==> config.mk <==
export PLATFORM = sky130hd
export DESIGN_NAME = ir_carrier_counter
export DESIGN_NICKNAME = d
export VERILOG_FILES = /design/src/rtl/ircc_pkg.sv /design/src/rtl/ir_edge_sync.sv /design/src/rtl/carrier_cnt.sv /design/src/rtl/ir_carrier_regs.sv /design/src/rtl/ir_carrier_counter.sv
export SDC_FILE = /design/constraint.sdc
export NUM_CORES = 1
export LEC_CHECK = 0
export BUFFER_PORTS_ARGS = -buffer_cell sky130_fd_sc_hd__buf_2
export CAP_MARGIN = 40
export CORE_ASPECT_RATIO = 0.5
export CORE_MARGIN = 4
export CORE_UTILIZATION = 55
export DETAILED_ROUTE_END_ITERATION = 8
export GPL_ROUTABILITY_DRIVEN = 0
export GPL_TIMING_DRIVEN = 0
export PLACE_DENSITY_LB_ADDON = 0.1
export SYNTH_ARGS = -nofsm -noshare
export SYNTH_HDL_FRONTEND = slang
export SYNTH_SLANG_ARGS = --single-unit
==> constraint.sdc <==
create_clock -name clk -period 2.25 [get_ports clk]
set_input_delay 0.675 -clock clk [delete_from_list [all_inputs] [get_ports clk]]
set_output_delay 0.675 -clock clk [all_outputs]
set_load 0.02 [all_outputs]
==> src/rtl/ircc_pkg.sv <==
package ircc_pkg;
  typedef enum logic [1:0] {
    REG_CTRL   = 2'd0,
    REG_CNT_LO = 2'd1,
    REG_CNT_HI = 2'd2,
    REG_NONE   = 2'd3
  } reg_sel_e;

  typedef struct packed {
    logic rx_flip;
    logic tx_flip;
    logic clr;
    logic en;
  } ctrl_t;

  localparam int CTRL_W = 4;
endpackage

==> src/rtl/ir_edge_sync.sv <==
module ir_edge_sync #(
  parameter int STAGES = 2
) (
  input  logic clk,
  input  logic rst_n,
  input  logic raw,
  input  logic flip,
  output logic rise
);
  logic [STAGES:0] chain;

  always_ff @(posedge clk or negedge rst_n) begin
    if (!rst_n) chain <= '0;
    else        chain <= {chain[STAGES-1:0], raw ^ flip};
  end

  assign rise = chain[STAGES-1] & ~chain[STAGES];


  rise_gap_chk: assert property (@(posedge clk) disable iff (!rst_n)
    rise |=> !rise);
endmodule

==> src/rtl/carrier_cnt.sv <==
module carrier_cnt #(
  parameter int CNT_W = 16
) (
  input  logic             clk,
  input  logic             rst_n,
  input  logic             en,
  input  logic             clr,
  input  logic             step,
  output logic [CNT_W-1:0] cnt,
  output logic             valid
);
  localparam logic [CNT_W-1:0] ALL_ONES = '1;

  always_ff @(posedge clk or negedge rst_n) begin
    if (!rst_n)                              cnt <= '0;
    else if (clr)                            cnt <= '0;
    else if (en && step && cnt != ALL_ONES)  cnt <= cnt + 1'b1;
  end

  assign valid = (cnt != '0) && (cnt != ALL_ONES);


  clr_zero_chk: assert property (@(posedge clk) disable iff (!rst_n)
    clr |=> cnt == '0);

  sat_hold_chk: assert property (@(posedge clk) disable iff (!rst_n)
    (cnt == ALL_ONES && !clr) |=> cnt == ALL_ONES);

  hold_chk: assert property (@(posedge clk) disable iff (!rst_n)
    (!en && !clr) |=> $stable(cnt));

  step_chk: assert property (@(posedge clk) disable iff (!rst_n)
    !clr |=> (cnt == $past(cnt) || cnt == $past(cnt) + 1'b1));
endmodule

==> src/rtl/ir_carrier_regs.sv <==
module ir_carrier_regs
  import ircc_pkg::*;
#(
  parameter int DATA_W = 8,
  parameter int CNT_W  = 2 * DATA_W
) (
  input  logic              clk,
  input  logic              rst_n,
  input  logic [1:0]        reg_addr,
  input  logic              reg_wr,
  input  logic [DATA_W-1:0] reg_wdata,
  input  logic              reg_rd,
  output logic [DATA_W-1:0] reg_rdata,
  input  logic [CNT_W-1:0]  cnt,
  output ctrl_t             ctrl
);
  localparam int HI_W = CNT_W - DATA_W;

  logic [HI_W-1:0]   shadow_hi;
  logic [DATA_W-1:0] ctrl_word;
  reg_sel_e          sel;

  assign sel = reg_sel_e'(reg_addr);

  always_comb begin
    ctrl_word = '0;
    ctrl_word[CTRL_W-1:0] = ctrl;
  end

  always_ff @(posedge clk or negedge rst_n) begin
    if (!rst_n) ctrl <= '0;
    else if (reg_wr && sel == REG_CTRL) ctrl <= ctrl_t'(reg_wdata[CTRL_W-1:0]);
  end

  always_ff @(posedge clk or negedge rst_n) begin
    if (!rst_n) begin
      reg_rdata <= '0;
      shadow_hi <= '0;
    end else if (reg_rd) begin
      unique case (sel)
        REG_CTRL:   reg_rdata <= ctrl_word;
        REG_CNT_LO: begin
          reg_rdata <= cnt[DATA_W-1:0];
          shadow_hi <= cnt[CNT_W-1:DATA_W];
        end
        REG_CNT_HI: reg_rdata <= DATA_W'(shadow_hi);
        default:    reg_rdata <= '0;
      endcase
    end
  end


  rd_hold_chk: assert property (@(posedge clk) disable iff (!rst_n)
    !reg_rd |=> $stable(reg_rdata));

  lo_read_chk: assert property (@(posedge clk) disable iff (!rst_n)
    (reg_rd && sel == REG_CNT_LO) |=> reg_rdata == $past(cnt[DATA_W-1:0]));
endmodule

==> src/rtl/ir_carrier_counter.sv <==
module ir_carrier_counter
  import ircc_pkg::*;
#(
  parameter int DATA_W      = 8,
  parameter int SYNC_STAGES = 2
) (
  input  logic              clk,
  input  logic              rst_n,
  input  logic [1:0]        reg_addr,
  input  logic              reg_wr,
  input  logic [DATA_W-1:0] reg_wdata,
  input  logic              reg_rd,
  output logic [DATA_W-1:0] reg_rdata,
  input  logic              ir_rx_raw,
  input  logic              ir_pulse,
  input  logic              ir_tx_in,
  output logic              ir_tx_out,
  output logic              cnt_valid
);
  localparam int CNT_W = 2 * DATA_W;

  ctrl_t            ctrl;
  logic             rise;
  logic [CNT_W-1:0] cnt;

  ir_carrier_regs #(.DATA_W(DATA_W), .CNT_W(CNT_W)) u_regs (
    .clk(clk), .rst_n(rst_n), .reg_addr(reg_addr), .reg_wr(reg_wr),
    .reg_wdata(reg_wdata), .reg_rd(reg_rd), .reg_rdata(reg_rdata),
    .cnt(cnt), .ctrl(ctrl)
  );

  ir_edge_sync #(.STAGES(SYNC_STAGES)) u_sync (
    .clk(clk), .rst_n(rst_n), .raw(ir_rx_raw), .flip(ctrl.rx_flip),
    .rise(rise)
  );

  carrier_cnt #(.CNT_W(CNT_W)) u_cnt (
    .clk(clk), .rst_n(rst_n), .en(ctrl.en), .clr(ctrl.clr),
    .step(rise & ir_pulse), .cnt(cnt), .valid(cnt_valid)
  );

  assign ir_tx_out = ir_tx_in ^ ctrl.tx_flip;
endmodule

# Word-level counts from Yosys, hierarchy flattened
# Cells that the tools add are included.
# word_totals
ramBits	0
mem_bits_ro	0
latchBits	0
output_inout_bits	10
reg_bits	39
n_memories	0
# op_classes
n_shift	0
n_bitwise	5
mux	3
multipliers	0
div	0
eq_ne	3
reduce_logical	8
n_addsub	1
n_lt_le_gt_ge	0
# op_table
op	n
two-way mux 16 bit	2
one-hot mux 8 bit (3 select lines)	1
adder 16 x 1 -> 16 bit (second input constant)	1
inequality test 16 bit (second input constant)	1
nonzero test 16 bit	1
logical AND 1 bit	4
bitwise AND 1 bit	2
== test 2 x 1 -> 1 bit (second input constant)	1
== test 2 bit (second input constant)	1
logical NOT 2 bit	1
AND reduction 2 bit	1
nonzero test 2 bit	1
XOR 1 bit	2
NOT 1 bit	1

# Depth between registers and ports, before layout
# Gate-level depths: netlist (run 1).
# logic_depth
ltp_word	7
ltp_mapped	6

# Cells and area by module
# From an unflattened synthesis (run 1), not the netlist that was laid out.
# unflattened
hier_cells	183
area_unflattened_um2	2031.9
# modules_own_cells
module	seq_area_each_um2	cells_per_inst	area_per_inst_um2	n_inst
carrier_cnt	400.4	104	989.7	1
ir_carrier_regs	500.5	72	937.1	1
ir_edge_sync	75.1	5	90.1	1
ir_carrier_counter	0.0	2	15.0	1

# Worst setup path after synthesis (run 1)
# OpenSTA, ideal clock, no wires.
# synth_path
path_kind	reg-to-output
start	register u_cnt.cnt[10]
end	output cnt_valid
t_required_ps	1575
setup_slack_ps	205
path_stages_with_launch	5
n_path_buf	0
t_arrival_ps	1370
path_cell_list	dfrtp_1 nand3_1 nor3_2 nand2_1 and2_1
# synth_via
elab_chain_len	2
elab_cells_between_ends	3
# synth_lines
item	line_no	rtl
start, declared	carrier_cnt.sv:9	output logic [CNT_W-1:0] cnt,
start signal, assigned	carrier_cnt.sv:17	else if (en && step && cnt != ALL_ONES) cnt <= cnt + 1'b1;
inequality test 16 bit or nonzero test 16 bit (tied branches)	carrier_cnt.sv:20	assign valid = (cnt != '0) && (cnt != ALL_ONES);
logical AND 1 bit *	carrier_cnt.sv:20	
end, declared	ir_carrier_counter.sv:18	output logic cnt_valid
# Mark *: on every way between the ends. The rest lies on a longest branch, timed or not.

# Worst setup path after layout (run 1)
# layout_path
start	register u_cnt.cnt[9]
end	output cnt_valid
# The elaborated chain is that of the path after synthesis.

==> flow_results.org, run 1 <==
** Status
- Status :: finished with violations
- The final reports fail on setup timing.

** GRT
- Global routing used 22.2% of the available tracks.
- Pin count of the biggest net entering global routing :: 22
- The number of antenna violations at the first check in global routing came to 0.
- Number of global-route vias before repair :: 1568
- The first global-routing pass estimated roughly 7900 um of wire.
- For this run the aggregate overflow at the end of global routing stands at 0.

** Layout
- Leading cell type in the layout, fill and taps excluded :: dfrtp_1
- Relative to the synthesized area, the layout overhead comes to 25.3%.
- In the final design database the tool counted 261 nets.
- After routing the design area is roughly 2500 sq um.
- In the final layout, the share of cells above drive strength 1 is between 30 and 40%.
- 0 antenna diodes ended up in the layout.
- Count of non-filler cells in the finished layout :: about 300
- Commonest non-fill, non-tap cells in the layout :: 27 x dfrtp_1, 22 x nor2_1, 20 x buf_2, 17 x a21oi_1, 15 x buf_4
- Fill count :: between 200 and 300

** Yosys
- Post-synthesis net count :: approximately 220
- Number of enable flip-flop cells after synthesis :: 0
- In this run, distinct cell masters in the synthesized netlist total between 40 and 50.
- By area the synthesized netlist is led by dfrtp_1 49%, mux2_2 6.8%, nor2_1 4.3%.
- In the synthesized netlist the async set-or-reset flop fraction comes to 100%.
- Part of the Yosys area used for sequential elements :: between 40% and 50%
- Summed over its instances, the top area cell type makes up around 49% of the synthesized netlist area.
- The biggest area contributor in the post-synthesis netlist is dfrtp_1.
- Number of synthesized register bits :: 39
- Gate count after technology mapping :: ~200
- Netlist area before placement :: 1990 sq um
- A synthesized cell averages ~10 sq um.
- The most used flip-flop cell after synthesis is dfrtp_1.
- Number of warnings issued by yosys :: 0

** Setup path
- STA classifies the critical path endpoint as an output pin.
- STA classifies the critical path startpoint as a flip-flop.
- Setup CP Type :: flip-flop to output pin
- Data on the critical path is required at its endpoint by between 1.5 and 2 ns.
- Along the worst path, the maximum fanout reaches 6.
- For the worst setup path, the data arrival time is roughly 1.7 ns.
- Cell count of the worst reg-to-reg path :: 6
- The startpoint identified for the worst register-to-register timing path is u_cnt.cnt[4].
- Capture instance of the worst register-to-register path :: u_cnt.cnt[11]
- Register-to-register setup slack :: 0.25 ns

** STA
- Endpoints failing setup :: 1
- Final Hold Viols :: 0
- Setup tns final :: -0.114 ns
- Max_slew headroom :: between 50% and 60%
- Setup repair after global routing could not meet its margin everywhere.
- Crit path setup slack, layout :: -0.114 ns
- Clock Skew :: around 0.01 ns
- Shortest period the worst path allows :: 2.36 ns
- The number of max-slew violations in the final report was 0.
- After layout, the worst path uses 105% of the clock period.
- For the pin with the worst max-slew slack, the measured transition is between 0.6 and 0.7 ns.
- Derived from the worst setup path, the maximum achievable clock frequency is between 400 and 500 MHz.

** Routing
- Post-detailed-route via-to-cell ratio :: about 6
- DR iter-0 viols :: 155
- After detailed routing, the average wire length per cell comes to about 17 um.
- Post-detailed-route count of antenna-violating nets :: 0
- Vias post-DR :: roughly 1800
- Summed over all layers, the routed wires come to between 4000 and 5000 um.
- In the routed design, unresolved DRC markers number 0.
- Detailed-router iteration count before antenna repair :: 4

** Placement
- HPWL after DPL :: roughly 3300 um
- OpenSTA, run right after detailed placement, puts the worst setup slack at -0.222 ns.
- Port-buffer cells :: 20
- After detailed placement, the design holds a cell count of 270.
- After detailed placement, the total cell area comes to approximately 2200 sq um.

** Power
- Leak Pwr :: roughly 1.1 nW
- The internal power of the cells totals approximately 1.1 mW.
- Portion of total power attributed to sequential cells :: between 50% and 60%
- Power spread over the standard cell area amounts to between 600 and 700 nW/um^2.
- In this run, the clock network consumes 30.3% of the power.
- Maximum vdd ir drop :: roughly 0.25 mV
- Combinational share of power :: 19.3%
- The completed layout was analyzed and its total power is between 1.5 and 2 mW.
- Sw Share :: slightly below 30%
- Power spent charging and discharging nets :: roughly 470 uW

** Floorplan
- Row count :: 15
- Die Wd :: between 90 and 100 um
- The floorplan step defined a die boundary enclosing roughly 4700 sq um.
- For this design the top-level I/O count stands at 27.
- Measured along the y axis, the die boundary spans slightly above 50 um.
- Initial core utilization :: 57.5%
- After floorplanning, the core was sized to cover 3450 sq um.

** CTS
- The clock passes through at most 2 buffers.
- Clock-pin slew was measured on the worst setup and hold paths at 0.08 ns.
- Clock tree from TritonCTS :: built
- TritonCTS Sinks :: 39
- # hold bufs at CTS :: 0
- Latest clock arrival within the worst-skew pair :: roughly 0.30 ns
- Root cell of the clock tree :: clkbuf_8
- Deepest level of the CTS H-tree :: 2
- In this run, CTS created clock tree buffers numbering 5.

** Worst hold path
- Kind of path behind the tightest hold check :: primary input to async pin

** Job
- MaxCap Viol Count :: 0
-- synth_stat cells (all sizes together) (2+ instances only) --
cell type,count
nand4b,2
inv,4
a21oi,17
ha,2
clkbuf,6
buf,4
a22oi,4
nand3,6
nor2b,5
a31oi,5
mux2,13
o311ai,2
nor2,23
or2,2
o21ai,4
nand2,12
nor4,7
and4b,2
and3,3
nor3,9
xor2,2
o41ai,2
a211oi,3
mux2i,6
dfrtp,39
nand4,4
-- cell type report --
type                       count  area [sq um]  share of cell area, %
sequential                    39           991                   39.8
tap                           51          63.8                   2.56
clock inverter                 2          12.5                  0.503
buffer                        10          46.3                   1.86
multi-input combinational    145          1030                   41.4
clock buffer                   6          72.6                   2.91
timing repair buffer          37           258                   10.4
inverter                       4          15.0                  0.603
-- worst max-delay path, stage by stage, from the launching register on --
cell and delay, ns:
dfrtp_2 0.47, nor4_1 0.42, nand4_1 0.20, and2_4 0.18, buf_6 0.12
-- power by group through the flow --
stage	combinational (mW)	clock, mW	sequential [mW]
after floorplan	0.136	0	0.805
after global placement	0.225	0	0.798
after detailed placement	0.236	0	0.800
after CTS	0.265	0.479	0.790
after global routing	0.333	0.522	0.798
final	0.304	0.476	0.791
-- per-layer routing --
layer / vias to the layer above / wire, um / track usage [%]
met3: 17 / 476 / 5.39
met4: 0 / 128 / 7.54
met2: 84 / 2070 / 31.1
met1: 842 / 2290 / 33.4
li1: 817 / - / -
met5: - / 0 / 0
-- state kept, by name, indices dropped and copies added (netlist names) --
register and count:
u_cnt.cnt 16, u_regs.ctrl 4, u_regs.reg_rdata 8, u_regs.shadow_hi 8, u_sync.chain 3
-- stage by stage --
step	utilization, %	hold WS [ns]
4_1_cts	68.2	0.337
6_report	72.1	0.323
5_1_grt	72.1	0.346
3_5_place_dp	63.1	0.343
3_3_place_gp	62.3	0.338
2_1_floorplan	-	0.331
-- how the worst max path moves through the flow --
| stage | startpoint | end | cells after the start |
|---|---|---|---|
| 2_1_floorplan | u_cnt.cnt[10] | cnt_valid | 4 |
| 5_1_grt | u_cnt.cnt[4] | cnt_valid | 5 |
| 3_5_place_dp | u_cnt.cnt[10] | cnt_valid | 5 |
| 3_3_place_gp | u_cnt.cnt[10] | cnt_valid | 5 |
| 4_1_cts | u_cnt.cnt[1] | cnt_valid | 6 |
| 6_report | u_cnt.cnt[9] | cnt_valid | 4 |
-- what timing repair did --
action                                 4_1_cts  5_1_grt
pin swaps                                    3        5
resized for setup                           20       14
setup endpoints to repair                    1        1
buffers inserted                             5       11
endpoints found under the hold margin        0        0
cloned                                       0        0
-- kinds of logic after synthesis --
family	Yosys count	synth area share, %
AO/OA/AOI/OAI	40	12.5
XOR/XNOR	2	0.882
adder cells (fa/ha/maj)	2	1.26
buffers and inverters	14	2.83
flip-flops	39	49.1
multiplexers	19	10.4
AND/OR/NAND/NOR	82	23.0
No activity file was read; power rests on OpenSTA's default activity.
==> run 2: changes to the inputs <==
==> constraint.sdc (replaced) <==
create_clock -name clk -period 2.25 [get_ports clk]
set_input_delay 0.3375 -clock clk [delete_from_list [all_inputs] [get_ports clk]]
set_output_delay 0.3375 -clock clk [all_outputs]
set_load 0.02 [all_outputs]
==> flow_results.org, run 2 (synthesis results as in run 1) <==
** STA
- Final number of max-transition violations :: 0 (unchanged)
- Setup tns final :: 0 ns (+0.114 ns)
- Clock Skew :: 0.00739 ns (-0.00241 ns)
- The final critical-path share of the clock period came to 93.4% (-12 points).
- The maximum clock frequency is 476 MHz (+13%).
- Final Hold Viols :: 0 (unchanged)
- Shortest period the worst path allows :: 2.10 ns (-0.263 ns)
- Setup repair after global routing left no endpoint under its margin.
- Worst-Margin Slew :: 0.645 ns (+0.00299 ns)
- Max_slew headroom :: 56.9% (-0.20 points)
- The number of setup violations in the final report was 0 (-1).

** Power
- The switching power is 440 uW (-5.7%).
- The worst voltage drop across the vdd grid is 0.233 mV (-7.6%).
- Sw Share :: 29.4% (-0.29 points)
- Combinational share of power :: 15.9% (-3.4 points)
- PD cells :: 654 nW/um^2 (+3.6%)
- Int Pwr :: 1.06 mW (-4.3%)
- Clk pwr share :: 31.4% (+1.1 points)
- Leak Pwr :: 1.02 nW (-6.6%)
- The sequential share of power was 52.6% (+2.2 points).

** Setup path
- Crit path from :: u_cnt.cnt[1]
- The largest stage delay on the critical path is 0.45 ns (-0.02 ns).
- Kind of capture point of the worst setup path :: output pin
- Most used cell along the critical path :: nand2_1
- The depth of the worst register-to-register path came to 4 (-2).
- Required time at the endpoint of the critical path :: 1.91 ns (+0.34 ns)
- Capture instance of the worst register-to-register path :: u_cnt.cnt[11]
- The worst setup path is launched from a flip-flop.
- The endpoint arrival time on the critical path came to 1.76 ns (+0.07 ns).
- The critical path ends at cnt_valid.
- Startpoint of the most critical register-to-register path :: u_cnt.cnt[3]
- The worst setup slack for register-to-register paths came to 0.23 ns (-0.02 ns).
- The signal on the critical path passes through ha_1 -> nand2_1 -> nor2_2 -> nand2_1 -> and2_1 -> buf_2.
- The critical-path maximum fanout was 5 (-1).
- The critical path in this run is classified as flip-flop to output pin.
- Cell with the largest stage delay on the worst path :: dfrtp_1

** Worst hold path
- Min-Delay Path Depth :: 2
- Kind of path behind the tightest hold check :: primary input to flip-flop

** Routing
- The mean routed wirelength per cell came to 16.1 um (-4.7%).
- The total length of routed wires came to 4510 um (-9.2%).
- The violation count after the first detailed-route iteration is 89 (-43%).
- The number of antenna-violating nets in the routed design came to 0 (unchanged).
- Vias post-DR :: 1657 (-5.9%)
- The number of search-and-repair iterations in the first detailed-routing pass is 4 (unchanged).
- The mean number of vias per cell was 5.92 (-1.1%).
- Number of remaining DRC errors :: 0 (unchanged)

** Layout
- The net count of the finished layout was 247 (-5.4%).
- The combined flip-flop and latch cell area came to 976 sq um (-1.5%).
- Top register by number of flip-flops :: u_cnt.cnt
- The top cell types in the final layout, fill and taps aside, are 39 x dfrtp_1, 23 x buf_2, 22 x nor2_1, 17 x a21oi_1.
- Diode insertion count for antenna repair :: 0 (unchanged)
- Leading cell type in the layout, fill and taps excluded :: dfrtp_1
- Final Util :: 66.3% (-5.8 points)
- The number of flip-flops under the largest register name came to 16 (unchanged).
- Cell area after layout :: 2290 sq um (-8.0%)
- The total area of multi-input combinational cells came to 963 sq um (-6.6%).
- Post-synthesis to final-layout area growth :: 15.2%
- The largest registers in the layout are u_cnt.cnt x16, u_regs.reg_rdata x8, u_regs.shadow_hi x8.
- Layout cells sized above 1 :: 22.3% (-14 points)
- Fill count :: 306 (+15%)

** CTS
- The cell sitting at the root of the clock tree is a clkbuf_8.
- The count of clock tree sinks is 39 (unchanged).
- Max Root-Sink Buffers :: 2 (unchanged)
- The CTS buffer count came to 5 (unchanged).
- The depth of the CTS H-tree was 2 (unchanged).
- The clock input transition at the sequential cells of the worst setup and hold paths came to 0.08 ns (about the same).
- The clock latency on the worst-skew pair was 0.30 ns (about the same).
- Clock tree from TritonCTS :: built

** GRT
- Number of global-route vias before repair :: 1534 (-2.2%)
- Wire length of the first global-routing pass :: 7620 um (-3.2%)
- The overflow left after global routing came to 0 (unchanged).
- The global routing usage on met2 is 30.0% (-1.1 points).
- Pin count of the biggest net entering global routing :: 22 (unchanged)
- Most congested layer reported by global routing :: met1
- The met3 global-route usage is 5.24% (-0.15 points).
- GR Layer Usage met1 :: 32.4% (-1.0 points)
- GRT Resource Usage Total :: 21.5% (-0.67 points)
- Initial antenna violation count :: 0 (unchanged)

** Floorplan
- The number of top-level pins is 27 (unchanged).
- The cell row count is 15 (unchanged).
- The horizontal extent of the die came to 93 um (unchanged).
- Die outline area :: 4700 sq um (unchanged)
- The die outline height was 50.5 um (unchanged).
- Initial core utilization :: 57.5% (unchanged)
- Std-Cell Core Area :: 3450 sq um (unchanged)

** Status
- Status :: finished, final reports clean

** Placement
- Port-buffer cells :: 20 (unchanged)
- The post-placement cell area is 2180 sq um (unchanged).
- The total half-perimeter wirelength after legalization and detailed placement was 3270 um (unchanged).

** Job
- The number of max-cap violations is 0 (unchanged).
## run 2: cell types whose count changed in the layout (fill, tap and decap cells not counted), moves of 3 or more
cell / change
buf_4: -14
dfrtp_2: -12
nand3_1: +3
nand3_2: -3
buf_2: +3
dfrtp_1: +12
## run 2: stage by stage
stage	power (mW)	setup slack (ns)	instances	hold WS (ns)
2_1_floorplan	0.941	0.465	198	0.0419
3_3_place_gp	1.02	0.115	269	0.338
3_5_place_dp	1.04	0.115	270	0.320
4_1_cts	1.51	0.122	280	0.217
5_1_grt	1.58	0.0447	280	0.217
6_report	1.50	0.149	280	0.221
## run 2: worst max-delay path, delay by kind of cell, from the launching register on
family / cells / cell delay (ns)
flops: 1 / 0.45
fa+ha+maj: 1 / 0.25
simple gates: 4 / 0.60
buf+inv: 1 / 0.15
## run 2: cell type report
| cell class | count | area share [%] |
|---|---|---|
| buffer | 10 | 1.80 |
| timing repair buffer | 23 | 6.34 |
| inverter | 4 | 0.656 |
| multi-input combinational | 145 | 42.1 |
| tap | 51 | 2.79 |
| clock buffer | 6 | 3.17 |
| clock inverter | 2 | 0.546 |
| sequential | 39 | 42.6 |
## run 2: worst min path at each step
stage                                endpoint  slack (ns)            start
after detailed placement  u_regs.reg_rdata[5]        0.32            rst_n
after CTS                     u_sync.chain[0]        0.22        ir_rx_raw
after global routing          u_sync.chain[0]        0.22        ir_rx_raw
final                         u_sync.chain[0]        0.22        ir_rx_raw
after global placement        u_sync.chain[1]        0.34  u_sync.chain[0]
after floorplan                  u_cnt.cnt[0]        0.04            rst_n
## run 2: power groups by stage
stage               Sequential [mW]  Combinational [mW]  Clock [mW]
floorplan                     0.805               0.136           0
global placement              0.798               0.225           0
detailed placement            0.800               0.236           0
CTS                           0.787               0.240       0.479
global route                  0.795               0.267       0.514
finish                        0.788               0.239       0.470
## run 2: routing by layer
layer / routed length, um / part of all wire (%)
met2: 1840 / 41
met4: 73 / 1.6
met3: 371 / 8.2
met5: 0 / 0
met1: 2230 / 49
## run 2: timing repair
action                     4_1_cts  5_1_grt
hold endpoints to repair         4        0
gates cloned                     0        0
resized for setup                1        1
hold buffers                     1        0
pin swaps                        1        0
setup endpoints to repair        1        1
setup buffers                    1        0
